--- src/rtl/dbgm_pkg.sv ---
package dbgm_pkg;

    localparam int unsigned KIND_BASE = 16;
    localparam int unsigned LEN_BASE  = 18;
    localparam int unsigned FIELD_STRIDE = 4;

    typedef enum logic [1:0] {
        KIND_FETCH = 2'd0,
        KIND_WR    = 2'd1,
        KIND_IO    = 2'd2,
        KIND_RW    = 2'd3
    } kind_e;

    typedef struct packed {
        logic       en;
        kind_e      kind;
        logic [3:0] nbytes;
    } slot_cfg_t;

    function automatic logic [3:0] code_to_bytes(input logic [1:0] code);
        return (code == 2'd2) ? 4'd8 : ({2'b00, code} + 4'd1);
    endfunction

    function automatic logic [3:0] size_to_bytes(input logic [1:0] code);
        return 4'd1 << code;
    endfunction

endpackage

--- src/rtl/dbgm_slot_decode.sv ---
module dbgm_slot_decode
    import dbgm_pkg::*;
#(
    parameter int unsigned NSLOT = 4,
    localparam int unsigned CW = KIND_BASE + FIELD_STRIDE * NSLOT
) (
    input  logic [CW-1:0]               ctrl,
    output slot_cfg_t [NSLOT-1:0]       cfg
);

    logic unused_ctrl_bits;
    assign unused_ctrl_bits = ^ctrl[KIND_BASE-1:2*NSLOT];

    for (genvar g = 0; g < NSLOT; g++) begin : g_slot
        always_comb begin
            cfg[g].en     = ctrl[2*g] | ctrl[2*g+1];
            cfg[g].kind   = kind_e'(ctrl[KIND_BASE + FIELD_STRIDE*g +: 2]);
            cfg[g].nbytes = code_to_bytes(ctrl[LEN_BASE + FIELD_STRIDE*g +: 2]);
        end
    end

endmodule

--- src/rtl/dbgm_slot_match.sv ---
module dbgm_slot_match
    import dbgm_pkg::*;
#(
    parameter int unsigned AW = 32,
    parameter int unsigned PW = 16,
    localparam int unsigned XW = AW + 5
) (
    input  slot_cfg_t      cfg,
    input  logic [AW-1:0]  slot_addr,
    input  logic           fetch_valid,
    input  logic [AW-1:0]  fetch_addr,
    input  logic           data_valid,
    input  logic [AW-1:0]  data_addr,
    input  logic [1:0]     data_size,
    input  logic           data_write,
    input  logic           io_valid,
    input  logic [PW-1:0]  io_port,
    input  logic [1:0]     io_size,
    output logic           fd_hit,
    output logic           io_hit
);

    logic [XW-1:0] s_lo, s_hi, d_lo, d_hi, p_lo, p_hi;
    logic          d_overlap, p_overlap, kind_ok;

    always_comb begin
        s_lo = XW'(slot_addr);
        s_hi = s_lo + XW'(cfg.nbytes) - XW'(1);
        d_lo = XW'(data_addr);
        d_hi = d_lo + XW'(size_to_bytes(data_size)) - XW'(1);
        p_lo = XW'(io_port);
        p_hi = p_lo + XW'(size_to_bytes(io_size)) - XW'(1);
        d_overlap = (d_hi >= s_lo) && (d_lo <= s_hi);
        p_overlap = (p_hi >= s_lo) && (p_lo <= s_hi);
        kind_ok   = (cfg.kind == KIND_RW) || ((cfg.kind == KIND_WR) && data_write);
        fd_hit = (fetch_valid && (cfg.kind == KIND_FETCH) && (slot_addr == fetch_addr))
               || (data_valid && kind_ok && d_overlap);
        io_hit = io_valid && cfg.en && (cfg.kind == KIND_IO) && p_overlap;
    end

endmodule

--- src/rtl/dbgm_status_merge.sv ---
module dbgm_status_merge #(
    parameter int unsigned NSLOT    = 4,
    parameter int unsigned SW       = 32,
    parameter int unsigned STEP_BIT = 14
) (
    input  logic             clk,
    input  logic             rst,
    input  logic [SW-1:0]    status_in,
    input  logic [NSLOT-1:0] fd_mask,
    input  logic [NSLOT-1:0] en_mask,
    input  logic [NSLOT-1:0] io_mask,
    input  logic             step,
    output logic [SW-1:0]    status_out,
    output logic             status_we,
    output logic             exc_req
);

    logic [SW-1:0] nxt;
    logic          fd_update, io_any;

    always_comb begin
        fd_update = (|(fd_mask & en_mask)) || step;
        io_any    = |io_mask;
        nxt       = status_in;
        if (fd_update) begin
            nxt[NSLOT-1:0] = fd_mask;
            if (step) nxt[STEP_BIT] = 1'b1;
        end
        if (io_any) nxt[NSLOT-1:0] = io_mask;
    end

    always_ff @(posedge clk) begin
        if (rst) begin
            status_out <= '0;
            status_we  <= 1'b0;
            exc_req    <= 1'b0;
        end else begin
            status_out <= nxt;
            status_we  <= fd_update || io_any;
            exc_req    <= fd_update || io_any;
        end
    end

    // a step yields the request and the step bit one cycle later
    assert_step_sets_bit_R8: assert property (@(posedge clk) disable iff (rst)
        step |=> (exc_req && status_out[STEP_BIT]));

    // an I/O hit owns the low hit bits
    assert_io_mask_R6: assert property (@(posedge clk) disable iff (rst)
        (|io_mask) |=> (exc_req && status_out[NSLOT-1:0] == $past(io_mask)));

    // only disabled matches and no step -> nothing written or requested
    assert_quiet_R7: assert property (@(posedge clk) disable iff (rst)
        (!step && io_mask == '0 && (fd_mask & en_mask) == '0)
        |=> (!exc_req && !status_we && status_out == $past(status_in)));

    // upper status bits are passed through on a write
    assert_upper_keep_R10: assert property (@(posedge clk) disable iff (rst)
        status_we |-> status_out[SW-1:STEP_BIT+1] == $past(status_in[SW-1:STEP_BIT+1]));

endmodule

--- src/rtl/dbg_bkpt_unit.sv ---
module dbg_bkpt_unit
    import dbgm_pkg::*;
#(
    parameter int unsigned NSLOT    = 4,
    parameter int unsigned AW       = 32,
    parameter int unsigned PW       = 16,
    parameter int unsigned SW       = 32,
    parameter int unsigned STEP_BIT = 14,
    localparam int unsigned CW = KIND_BASE + FIELD_STRIDE * NSLOT
) (
    input  logic                clk,
    input  logic                rst,
    input  logic [CW-1:0]       ctrl_word,
    input  logic [NSLOT*AW-1:0] slot_addr_flat,
    input  logic                fetch_valid,
    input  logic [AW-1:0]       fetch_addr,
    input  logic                data_valid,
    input  logic [AW-1:0]       data_addr,
    input  logic [1:0]          data_size,
    input  logic                data_write,
    input  logic                io_valid,
    input  logic [PW-1:0]       io_port,
    input  logic [1:0]          io_size,
    input  logic                step,
    input  logic [SW-1:0]       status_in,
    output logic [SW-1:0]       status_out,
    output logic                status_we,
    output logic                exc_req
);

    slot_cfg_t [NSLOT-1:0] cfg;
    logic [NSLOT-1:0]      fd_mask, io_mask, en_mask;

    dbgm_slot_decode #(.NSLOT(NSLOT)) u_decode (
        .ctrl (ctrl_word),
        .cfg  (cfg)
    );

    for (genvar g = 0; g < NSLOT; g++) begin : g_match
        assign en_mask[g] = cfg[g].en;
        dbgm_slot_match #(.AW(AW), .PW(PW)) u_match (
            .cfg         (cfg[g]),
            .slot_addr   (slot_addr_flat[g*AW +: AW]),
            .fetch_valid (fetch_valid),
            .fetch_addr  (fetch_addr),
            .data_valid  (data_valid),
            .data_addr   (data_addr),
            .data_size   (data_size),
            .data_write  (data_write),
            .io_valid    (io_valid),
            .io_port     (io_port),
            .io_size     (io_size),
            .fd_hit      (fd_mask[g]),
            .io_hit      (io_mask[g])
        );
    end

    dbgm_status_merge #(.NSLOT(NSLOT), .SW(SW), .STEP_BIT(STEP_BIT)) u_merge (
        .clk        (clk),
        .rst        (rst),
        .status_in  (status_in),
        .fd_mask    (fd_mask),
        .en_mask    (en_mask),
        .io_mask    (io_mask),
        .step       (step),
        .status_out (status_out),
        .status_we  (status_we),
        .exc_req    (exc_req)
    );

endmodule

--- config.mk ---
export PLATFORM = sky130hd
export DESIGN_NAME = dbg_bkpt_unit
export DESIGN_NICKNAME = d
export VERILOG_FILES = /design/src/rtl/dbgm_pkg.sv /design/src/rtl/dbgm_slot_decode.sv /design/src/rtl/dbgm_slot_match.sv /design/src/rtl/dbgm_status_merge.sv /design/src/rtl/dbg_bkpt_unit.sv
export SDC_FILE = /design/constraint.sdc
export NUM_CORES = 1
export LEC_CHECK = 0
export BUFFER_PORTS_ARGS = -buffer_cell sky130_fd_sc_hd__buf_2
export CAP_MARGIN = 20
export CORE_MARGIN = 2
export CORE_UTILIZATION = 32
export CTS_CLUSTER_SIZE = 24
export DETAILED_ROUTE_END_ITERATION = 6
export SLEW_MARGIN = 20
export SYNTH_ARGS = -nofsm -noshare
export SYNTH_HDL_FRONTEND = slang
export SYNTH_SLANG_ARGS = --single-unit
export TNS_END_PERCENT = 100
--- constraint.sdc ---
create_clock -name clk -period 9.95 [get_ports clk]
set_clock_uncertainty 0.2 [all_clocks]
set_input_delay 0.4975 -clock clk [delete_from_list [all_inputs] [get_ports clk]]
set_output_delay 0.4975 -clock clk [all_outputs]
set_load 0.01 [all_outputs]
==> results.py <==
metrics = {
    "global_route": {
        "grt_pass1_vias": 23350,
        "antenna_found_initial": 2,
        "grt_overflow_total": 0,
        "grt_usage_pct": 28.81,
        "grt_max_degree": 36,
        "grt_pass1_wl_um": 160100,
    },
    "synth": {
        "synth_area_per_cell_um2": 7.362,
        "yosysWarnings": 0,
        "syn-num-nets": 3940,
        "syn_area_um2": 23350,
        "synth_seq_area_share_pct": 2.829,
        "synth-main-ff-cell": "dfxtp_1",
        "yosysUniqueCellTypes": 102,
        "synth_edf_count": 0,
        "post_synth_inst_count": 3172,
        "async_flop_share_pct": 0,
        "ys_seq_elements": 33,
    },
    "final_layout": {
        "drive_gt1_share_pct": 11.78,
        "nets": 4153,
        "layout_common_cells": "479 x ha_1, 308 x buf_2, 257 x xnor2_1",
        "final_common_cell": "ha_1",
        "multi_input_area_um2": 21540,
        "nFillCells": 7875,
        "area_delta_synth_final_pct": 10.73,
        "final-seq-area_um2": 660.6,
    },
    "critical_path": {
        "cp-end-kind": "register",
        "crit_path_start_kind": "primary input",
        "crit_path_start": "data_size[0]",
        "crit_path_max_fanout": 11,
        "path_class": "in2reg",
        "endpoint": "u_merge.status_out[2]",
        "worstPathRequired_ns": 9.93,
        "crit_arrival_ns": 7.97,
    },
    "power_and_ir_drop": {
        "seqPwrFrac_pct": 9.2,
        "intPower_uw": 695.0,
        "p_sw_share_pct": 54.85,
        "power_frac_comb_pct": 80.7,
        "p_leak_nw": 11.44,
        "finalPower_mw": 1.540,
        "power_switching_uw": 844.5,
        "pwr-share-clk_pct": 10.1,
        "ir_drop_mv": 0.1042,
        "powerDensity_nw_per_um2": 59.54,
    },
    "drt": {
        "dr.pass1.iters": 6,
        "num_vias": 26340,
        "routed_wl_um": 113500,
        "wl_per_cell_um": 26.10,
        "antenna_left": 0,
        "viasPerCell": 6.059,
        "route.detailed.drc": 0,
        "drt-initial-drc-count": 2996,
    },
    "min_path": {
        "hold_class": "in2reg",
    },
    "timing": {
        "rsz0062_at_grt": "false",
        "slew_viol_final": 0,
        "fmax_mhz": 125.2,
        "tns_ns": 0,
        "period_share_pct": 80.29,
        "hold_violations": 0,
        "setup_viol": 0,
        "tightest_slew_ns": 1.123,
        "max_slew_margin_pct": 24.58,
        "whs_ns": 0.2334,
        "fin_crit_ns": 7.989,
    },
    "clock_network": {
        "ctsHoldBuffers": 0,
        "cts-buffers-inserted": 5,
        "cts_setup_buffers": 0,
        "root_buffer": "clkbuf_16",
        "post_cts_resized": 0,
        "tritoncts": "built",
        "cts_sinks": 33,
        "path_clk_slew_ns": 0.05,
        "htreeDepth": 2,
        "cts.path.max_buffers": 2,
    },
    "floorplan": {
        "coreArea_um2": 72590,
        "start_util_pct": 32.17,
        "io_pins": 317,
        "chipWidth_um": 274.2,
        "die_h_um": 274.2,
        "die_area_um2": 75160,
        "fp-row-count": 99,
    },
    "placed_design": {
        "dp_hpwl_um": 99210,
        "place.gp.congestion": 1.042,
        "port_buffers": 308,
    },
    "job": {
        "drv_cap": 0,
    },
    "outcome": {
        "status": "completed",
    },
}
-- per-stage QoR --
| step | std cells | cell area [µm²] | setup slack (ns) | utilization, % |
|---|---|---|---|---|
| 6_report | 4348 | 25860 | 1.961 | 35.62 |
| 4_1_cts | 4345 | 25840 | 2.157 | 35.61 |
| 5_1_grt | 4347 | 25860 | 1.455 | 35.62 |
| 3_5_place_dp | 4337 | 25690 | 1.905 | 35.39 |
| 3_3_place_gp | 4337 | 25690 | 2.027 | 35.39 |
| 2_1_floorplan | 3172 | 23350 | 3.618 | - |
-- power by group through the flow --
stage | Clock (mW) | Combinational, mW | Sequential (mW)
6_report | 0.155 | 1.24 | 0.142
3_5_place_dp | 0 | 1.20 | 0.145
4_1_cts | 0.159 | 1.21 | 0.142
2_1_floorplan | 0 | 0.750 | 0.149
5_1_grt | 0.165 | 1.35 | 0.143
3_3_place_gp | 0 | 1.19 | 0.145
-- routing by layer --
metal  GRT usage [%]  vias to the layer above  wire [µm]
li1                -                    12460          -
met1           38.63                    12170      48230
met3           3.179                      274       9181
met5               0                        -          0
met4           16.93                        0       7804
met2           44.36                     1448      48250
-- registers in the layout (all words and copies together), names as in the netlist --
| register | cells |
|---|---|
| u_merge.status_out | 32 |
| u_merge.status_we | 1 |
-- synth_stat cells (80+ instances only) --
cell type  number  share of area [%]
a21o_1         99                3.2
nor2_1        199                3.2
a21oi_1       161                3.5
o21ai_0       118                2.5
nand3_1       134                2.9
ha_1          479                 26
nand2_1       196                3.2
inv_1         174                2.8
nand4_1       154                4.1
xor2_1        135                5.1
xnor2_1       257                9.6
nor3_1        104                2.2
nor4_1         80                2.1
-- worst max-delay path, cell delays in order --
cell	delay, ns
buf_2	0.12
nor2_1	0.11
ha_1	0.20
inv_1	0.06
fa_1	0.40
nand2b_2	0.23
a21oi_1	0.19
buf_4	0.25
a21boi_0	0.14
a2111oi_1	0.80
and3_1	0.46
nand2_1	0.24
o31a_1	0.30
xnor2_1	0.51
ha_1	0.36
a21o_1	0.18
a221o_1	0.32
a221oi_1	0.56
o2111ai_1	0.21
a311oi_1	0.30
o21ai_0	0.14
a211oi_1	0.25
nor2_1	0.10
o21ai_1	0.33
o2111ai_2	0.28
mux2i_1	0.17
o32ai_1	0.26
-- logic make-up (layout without fill, tap and decap cells) --
family                     count (synthesis)  after routing  synth area share [%]
and+or+nand+nor                         1192           1192                 27.87
other                                      0              3                     0
AOI/OAI and AO/OA                        752            752                 22.21
buffers and inverters                    289            503                 4.945
muxes                                     29             29                 1.270
DFF                                       33             33                 2.829
adders and majority gates                485            485                 26.18
xor gates and xnor gates                 392            392                 14.70
-- how the worst min path moves through the flow --
stage / from / end / slack (ns) / cells past startpoint
floorplan: rst / u_merge.status_out[18] / 0.37 / 1
global placement: status_in[14] / u_merge.status_out[14] / 0.50 / 3
detailed placement: status_in[14] / u_merge.status_out[14] / 0.51 / 3
CTS: status_in[14] / u_merge.status_out[14] / 0.23 / 3
global route: status_in[5] / u_merge.status_out[5] / 0.23 / 2
finish: status_in[14] / u_merge.status_out[14] / 0.23 / 3
-- area by class of cell --
cell class,count,area share (%)
diodes,3,0.02903
flip-flops and latches,33,2.555
clock inverters,1,0.01935
well taps,959,4.640
clock buffers,7,0.5903
repair buffers,320,6.310
multi-input cells,2850,83.32
inverters,175,2.540
Note: power is estimated with default switching activity, not from simulation.
